<file path="config.mk">
export PLATFORM = sky130hd
export DESIGN_NAME = cmdser_top
export DESIGN_NICKNAME = d
export VERILOG_FILES = /design/src/rtl/cmdser_pkg.sv /design/src/rtl/cmdser_parity.sv /design/src/rtl/cmdser_row.sv /design/src/rtl/cmdser_col.sv /design/src/rtl/cmdser_top.sv
export SDC_FILE = /design/constraint.sdc
export NUM_CORES = 1
export LEC_CHECK = 0
export ABC_AREA = 1
export BUFFER_PORTS_ARGS = -buffer_cell sky130_fd_sc_hd__clkbuf_2
export CAP_MARGIN = 20
export CORE_MARGIN = 5
export CORE_UTILIZATION = 25
export CTS_BUF_LIST = sky130_fd_sc_hd__clkbuf_2 sky130_fd_sc_hd__clkbuf_4 sky130_fd_sc_hd__clkbuf_8
export DETAILED_ROUTE_END_ITERATION = 10
export HOLD_SLACK_MARGIN = 0.06
export PLACE_DENSITY = 0.55
export SKIP_LAST_GASP = 1
export SYNTH_ARGS = -nofsm -noshare
export SYNTH_HDL_FRONTEND = slang
export SYNTH_SLANG_ARGS = --single-unit
export TNS_END_PERCENT = 100
</file>
<file path="constraint.sdc">
create_clock -name clk -period 1.8 [get_ports clk]
set_clock_uncertainty 0.15 [all_clocks]
set_input_delay 0.36 -clock clk [delete_from_list [all_inputs] [get_ports clk]]
set_output_delay 0.36 -clock clk [all_outputs]
set_load 0.1 [all_outputs]
</file>
<file path="src/rtl/cmdser_pkg.sv">
package cmdser_pkg;
  localparam int ROW_W      = 6;
  localparam int COL_W      = 8;
  localparam int BANK_W     = 4;
  localparam int ROW_ADDR_W = 16;
  localparam int COL_ADDR_W = 7;

  localparam logic [2:0] RQ_ACT   = 3'd0;
  localparam logic [2:0] RQ_PRE   = 3'd1;
  localparam logic [2:0] RQ_PREA  = 3'd2;
  localparam logic [2:0] RQ_BREF  = 3'd3;
  localparam logic [2:0] RQ_AREF  = 3'd4;

  typedef enum logic [1:0] {
    CQ_READ  = 2'd0,
    CQ_WRITE = 2'd1,
    CQ_MODE  = 2'd2,
    CQ_IDLE  = 2'd3
  } col_req_e;

  localparam logic [1:0] RPFX_ACT  = 2'b00;
  localparam logic [1:0] RPFX_PRE  = 2'b01;
  localparam logic [1:0] RPFX_BREF = 2'b10;
  localparam logic [1:0] RPFX_NOB  = 2'b11;
  localparam logic [3:0] RSUB_PREA = 4'b0001;
  localparam logic [3:0] RSUB_AREF = 4'b0010;
endpackage

</file>
<file path="src/rtl/cmdser_parity.sv">
module cmdser_parity #(
  parameter int W = 8
) (
  input  logic [W-1:0] rise,
  input  logic [W-2:0] payload,
  output logic         par
);
  always_comb par = ^{rise, payload};
endmodule

</file>
<file path="src/rtl/cmdser_row.sv">
module cmdser_row
  import cmdser_pkg::*;
#(
  parameter int W      = ROW_W,
  parameter int BANK_W = cmdser_pkg::BANK_W,
  parameter int ADDR_W = ROW_ADDR_W
) (
  input  logic              clk,
  input  logic              rst,
  input  logic              valid,
  output logic              ready,
  input  logic [2:0]        op,
  input  logic [BANK_W-1:0] bank,
  input  logic [ADDR_W-1:0] addr,
  output logic [W-1:0]      rise_q,
  output logic [W-1:0]      fall_q
);
  localparam int PAY_W = W - 1;
  localparam int SUB_W = W - 2;

  logic             second_q;
  logic [W-1:0]     mid_q;
  logic [PAY_W-1:0] low_q;
  logic [W-1:0]     nxt_rise;
  logic [PAY_W-1:0] nxt_pay;
  logic             take_act;
  logic             par;

  assign ready = !second_q;

  always_comb begin
    nxt_rise = '1;
    nxt_pay  = '0;
    take_act = 1'b0;
    if (second_q) begin
      nxt_rise = mid_q;
      nxt_pay  = low_q;
    end else if (valid) begin
      case (op)
        RQ_ACT: begin
          nxt_rise = {RPFX_ACT, bank};
          nxt_pay  = addr[ADDR_W-1 -: PAY_W];
          take_act = 1'b1;
        end
        RQ_PRE:  nxt_rise = {RPFX_PRE, bank};
        RQ_BREF: nxt_rise = {RPFX_BREF, bank};
        RQ_PREA: nxt_rise = {RPFX_NOB, SUB_W'(RSUB_PREA)};
        RQ_AREF: nxt_rise = {RPFX_NOB, SUB_W'(RSUB_AREF)};
        default: ;
      endcase
    end
  end

  cmdser_parity #(.W(W)) u_par (.rise(nxt_rise), .payload(nxt_pay), .par(par));

  always_ff @(posedge clk) begin
    if (rst) begin
      rise_q   <= '1;
      fall_q   <= {{PAY_W{1'b0}}, 1'(W % 2)};
      second_q <= 1'b0;
      mid_q    <= '0;
      low_q    <= '0;
    end else begin
      rise_q   <= nxt_rise;
      fall_q   <= {nxt_pay, par};
      second_q <= take_act;
      if (take_act) begin
        mid_q <= addr[2*W-2 -: W];
        low_q <= addr[PAY_W-1:0];
      end
    end
  end
endmodule

</file>
<file path="src/rtl/cmdser_col.sv">
module cmdser_col
  import cmdser_pkg::*;
#(
  parameter int W      = COL_W,
  parameter int BANK_W = cmdser_pkg::BANK_W,
  parameter int ADDR_W = COL_ADDR_W
) (
  input  logic              clk,
  input  logic              rst,
  input  logic              valid,
  output logic              ready,
  input  logic [1:0]        op,
  input  logic              ap,
  input  logic [BANK_W-1:0] bank,
  input  logic [ADDR_W-1:0] addr,
  output logic [W-1:0]      rise_q,
  output logic [W-1:0]      fall_q
);
  localparam int PAY_W  = W - 1;
  localparam int RW_PAD = W - 3 - BANK_W;
  localparam int MR_PAD = W - 2 - BANK_W;

  logic [W-1:0]     nxt_rise;
  logic [PAY_W-1:0] nxt_pay;
  logic             par;

  assign ready = 1'b1;

  always_comb begin
    nxt_rise = '1;
    nxt_pay  = '0;
    if (valid) begin
      case (col_req_e'(op))
        CQ_READ, CQ_WRITE: begin
          nxt_rise = {op, ap, bank, {RW_PAD{1'b0}}};
          nxt_pay  = PAY_W'(addr);
        end
        CQ_MODE: begin
          nxt_rise = {op, {MR_PAD{1'b0}}, bank};
          nxt_pay  = PAY_W'(addr);
        end
        default: ;
      endcase
    end
  end

  cmdser_parity #(.W(W)) u_par (.rise(nxt_rise), .payload(nxt_pay), .par(par));

  always_ff @(posedge clk) begin
    if (rst) begin
      rise_q <= '1;
      fall_q <= {{PAY_W{1'b0}}, 1'(W % 2)};
    end else begin
      rise_q <= nxt_rise;
      fall_q <= {nxt_pay, par};
    end
  end
endmodule

</file>
<file path="src/rtl/cmdser_top.sv">
module cmdser_top
  import cmdser_pkg::*;
#(
  parameter int RW  = ROW_W,
  parameter int CW  = COL_W,
  parameter int BW  = BANK_W,
  parameter int RAW = ROW_ADDR_W,
  parameter int CAW = COL_ADDR_W
) (
  input  logic           clk,
  input  logic           rst,
  input  logic           row_valid,
  output logic           row_ready,
  input  logic [2:0]     row_op,
  input  logic [BW-1:0]  row_bank,
  input  logic [RAW-1:0] row_addr,
  input  logic           col_valid,
  output logic           col_ready,
  input  logic [1:0]     col_op,
  input  logic           col_ap,
  input  logic [BW-1:0]  col_bank,
  input  logic [CAW-1:0] col_addr,
  output logic [RW-1:0]  row_rise,
  output logic [RW-1:0]  row_fall,
  output logic [CW-1:0]  col_rise,
  output logic [CW-1:0]  col_fall
);
  cmdser_row #(.W(RW), .BANK_W(BW), .ADDR_W(RAW)) u_row (
    .clk(clk), .rst(rst), .valid(row_valid), .ready(row_ready),
    .op(row_op), .bank(row_bank), .addr(row_addr),
    .rise_q(row_rise), .fall_q(row_fall)
  );

  cmdser_col #(.W(CW), .BANK_W(BW), .ADDR_W(CAW)) u_col (
    .clk(clk), .rst(rst), .valid(col_valid), .ready(col_ready),
    .op(col_op), .ap(col_ap), .bank(col_bank), .addr(col_addr),
    .rise_q(col_rise), .fall_q(col_fall)
  );
endmodule

</file>
==> impl_metrics.py <==
metrics = {
    "place": {
        "place.gp.congestion": 0.810,
        "hpwl_mm": 4.09,
        "numPortBuffers": 69,
        "post-place-cells": 459,
    },
    "finish": {
        "fillers": 807,
        "area_growth_pct": 41.1,
        "n_antenna_cell": 0,
        "nets": 412,
        "fin_cells": 471,
        "final_cell_mix": "89 x nand2_1, 68 x clkbuf_2, 46 x nor2_1",
        "final_common_cell": "nand2_1",
        "drive_above_1_share": 0.333,
    },
    "floorplanning": {
        "ios": 71,
        "die_h_um": 96.6,
        "initial_core_util": 0.257,
        "die_area_um2": 9330,
        "fp-row-count": 31,
        "die_x_um": 96.6,
        "core_um2": 7290,
    },
    "clocking": {
        "postCtsHoldBufs": 0,
        "clk_latency_ns": 0.29,
        "ctsRootBufferMaster": "clkbuf_8",
        "cts_inserted_buffers": 5,
        "clock_path_buffers": 2,
        "htreeDepth": 2,
        "cts_tree": "done",
        "clk_pin_slew_ns": 0.08,
        "cts.sinks": 40,
    },
    "power": {
        "internal_power_uw": 1530,
        "switching_share": 0.334,
        "peakVddDrop_mv": 0.334,
        "switchingPower_uw": 769,
        "p_per_area_nw_per_um2": 869,
        "pwr-share-comb": 0.253,
        "sequentialPowerShare": 0.407,
        "p_total_uw": 2300,
        "power_frac_clock": 0.340,
        "cellLeakagePower_uw": 0.00141,
    },
    "worst_setup_path": {
        "crit_path_start": "u_row.second_q",
        "end_kind": "flip-flop",
        "critPathLaunchType": "flip-flop",
        "critPathRequiredTime_ns": 1.85,
        "worst-r2r-cell-count": 11,
        "path_max_fanout": 4,
        "r2r_start": "u_row.second_q",
        "cp.arrival_ns": 1.81,
        "criticalPathCategory": "flip-flop to flip-flop",
    },
    "sta": {
        "final.min_clock_period_ns": 1.76,
        "slew_headroom": 0.626,
        "finalSetupViolations": 0,
        "fmax_mhz": 569,
        "rsz0062_at_grt": "yes",
        "hold-worst-slack_ns": 0.135,
        "finalHoldViolCount": 0,
        "slew_viol_final": 0,
        "worst_pin_slew_ns": 0.564,
        "period_share": 0.977,
        "tns_ns": 0,
    },
    "grt": {
        "antenna_found_initial": 0,
        "grt_max_degree": 19,
        "grt_overflow": 0,
        "track_usage": 0.110,
        "grt_pass1_wl_mm": 8.46,
        "grt_pass1_vias": 1838,
    },
    "synth": {
        "ys_ff_latch": 40,
        "ys_warn_count": 0,
        "synth_nets": 324,
        "synth.distinct_cells": 29,
        "ys_seq_area_frac": 0.427,
        "syn_area_um2": 1880,
        "syn_inst": 283,
        "synth.avg_cell_area_um2": 6.63,
    },
    "drt": {
        "final_antenna_net_count": 0,
        "wire_per_inst_um": 11.0,
        "viasPerCell": 4.16,
        "first_iter_violations": 61,
        "drc_errors": 0,
        "first_pass_iters": 5,
        "num_vias": 1958,
        "wl_mm": 5.16,
    },
    "flow_run": {
        "drv_cap": 0,
    },
    "min_path": {
        "hold_depth": 3,
        "hold_path_class": "primary input to flip-flop",
        "min-delay-start": "row_addr[10]",
    },
    "status": {
        "outcome": "complete, no violations",
    },
}
[cell usage after synthesis]
library cell	n	area share
nor2_1	49	0.098
nand2b_1	1	0.0033
nand2_1	96	0.19
and3_1	1	0.0033
buf_6	1	0.0060
clkbuf_1	4	0.0080
a21boi_2	1	0.0060
dfxtp_1	40	0.43
o211ai_1	1	0.0040
or2_2	2	0.0067
xnor2_1	3	0.014
a21oi_2	1	0.0047
a21oi_1	3	0.0080
nand3_1	15	0.040
conb_1	1	0.0020
xor2_1	1	0.0047
or2_1	3	0.010
nor2_2	2	0.0067
nand3b_1	2	0.0080
inv_1	28	0.056
clkbuf_2	1	0.0027
o21ai_0	14	0.037
nand2_2	5	0.017
o22ai_1	3	0.010
nand3_4	1	0.0093
nor2_4	1	0.0060
inv_2	1	0.0020
nand4_1	1	0.0033
buf_4	1	0.0040
[power by group through the flow]
stage          clock network (uW)  logic [uW]  registers (uW)
2_1_floorplan                   0         192            1180
3_3_place_gp                    0         561             956
3_5_place_dp                    0         565             957
4_1_cts                       808         566             936
5_1_grt                       842         633             939
6_report                      783         582             935
[per-layer routing]
metal | routed length, um | GRT usage
met1 | 2370 | 0.128
met4 | 69 | 0.0356
met2 | 2340 | 0.182
met5 | 0 | 0
met3 | 385 | 0.0468
[sequential cells by signal, indices dropped and copies added, names as in the netlist]
name / flops
u_col.fall_q: 8
u_col.rise_q: 8
u_row.fall_q: 6
u_row.mid_q: 6
u_row.rise_q: 6
u_row.low_q: 5
u_row.second_q: 1
[critical path, stage by stage (launching register included)]
cell        delay (ns)
dfxtp_4           0.40
clkinvlp_4        0.12
buf_4             0.14
or2_2             0.26
nand2_1           0.09
nand2_1           0.06
nand2_1           0.07
nand2_1           0.06
nand3_1           0.09
nand2_2           0.07
nor2_2            0.11
nor2_2            0.04
[cells by family (layout without fill, tap and decap cells)]
logic type	Yosys count	after routing	share of synthesized area
compound gates	23	23	0.0700
xor+xnor	4	4	0.0187
buf+inv	36	125	0.0787
flops	40	40	0.427
other cells	1	1	0.00200
simple gates	179	179	0.404
[area by class of cell]
| cell class | instances | area [um2] | share of cell area |
|---|---|---|---|
| Clock inverter | 2 | 38.8 | 0.0147 |
| Multi-Input combinational cell | 207 | 972 | 0.367 |
| Timing Repair inverter | 1 | 7.51 | 0.00284 |
| Clock buffer | 6 | 82.6 | 0.0312 |
| Inverter | 29 | 114 | 0.0430 |
| Sequential cell | 40 | 805 | 0.304 |
| Timing Repair Buffer | 87 | 503 | 0.190 |
| Tap cell | 99 | 124 | 0.0468 |
[what timing repair did]
item / CTS / global route
gates resized for setup: 0 / 21
buffers inserted: 0 / 3
endpoints found under the hold margin: 0 / 0
setup endpoints to repair: 0 / 1
[stage by stage]
| stage | setup WS [ns] | utilization | instance area, um2 |
|---|---|---|---|
| 4_1_cts | 0.0221 | 0.350 | 2550 |
| 3_5_place_dp | -0.0583 | 0.334 | 2430 |
| 5_1_grt | -0.0755 | 0.363 | 2650 |
| 2_1_floorplan | 0.0144 | - | 1880 |
| 3_3_place_gp | -0.0112 | 0.334 | 2430 |
| 6_report | 0.0410 | 0.363 | 2650 |
[final timing paths]
check                    endpoint  slack [ns]
setup / recovery  u_row.fall_q[0]        0.04
hold / removal     u_row.mid_q[5]        0.13
setup reg to reg  u_row.fall_q[0]        0.04
hold reg to reg    u_row.mid_q[1]        0.38
(Power assumes the default switching activity.)
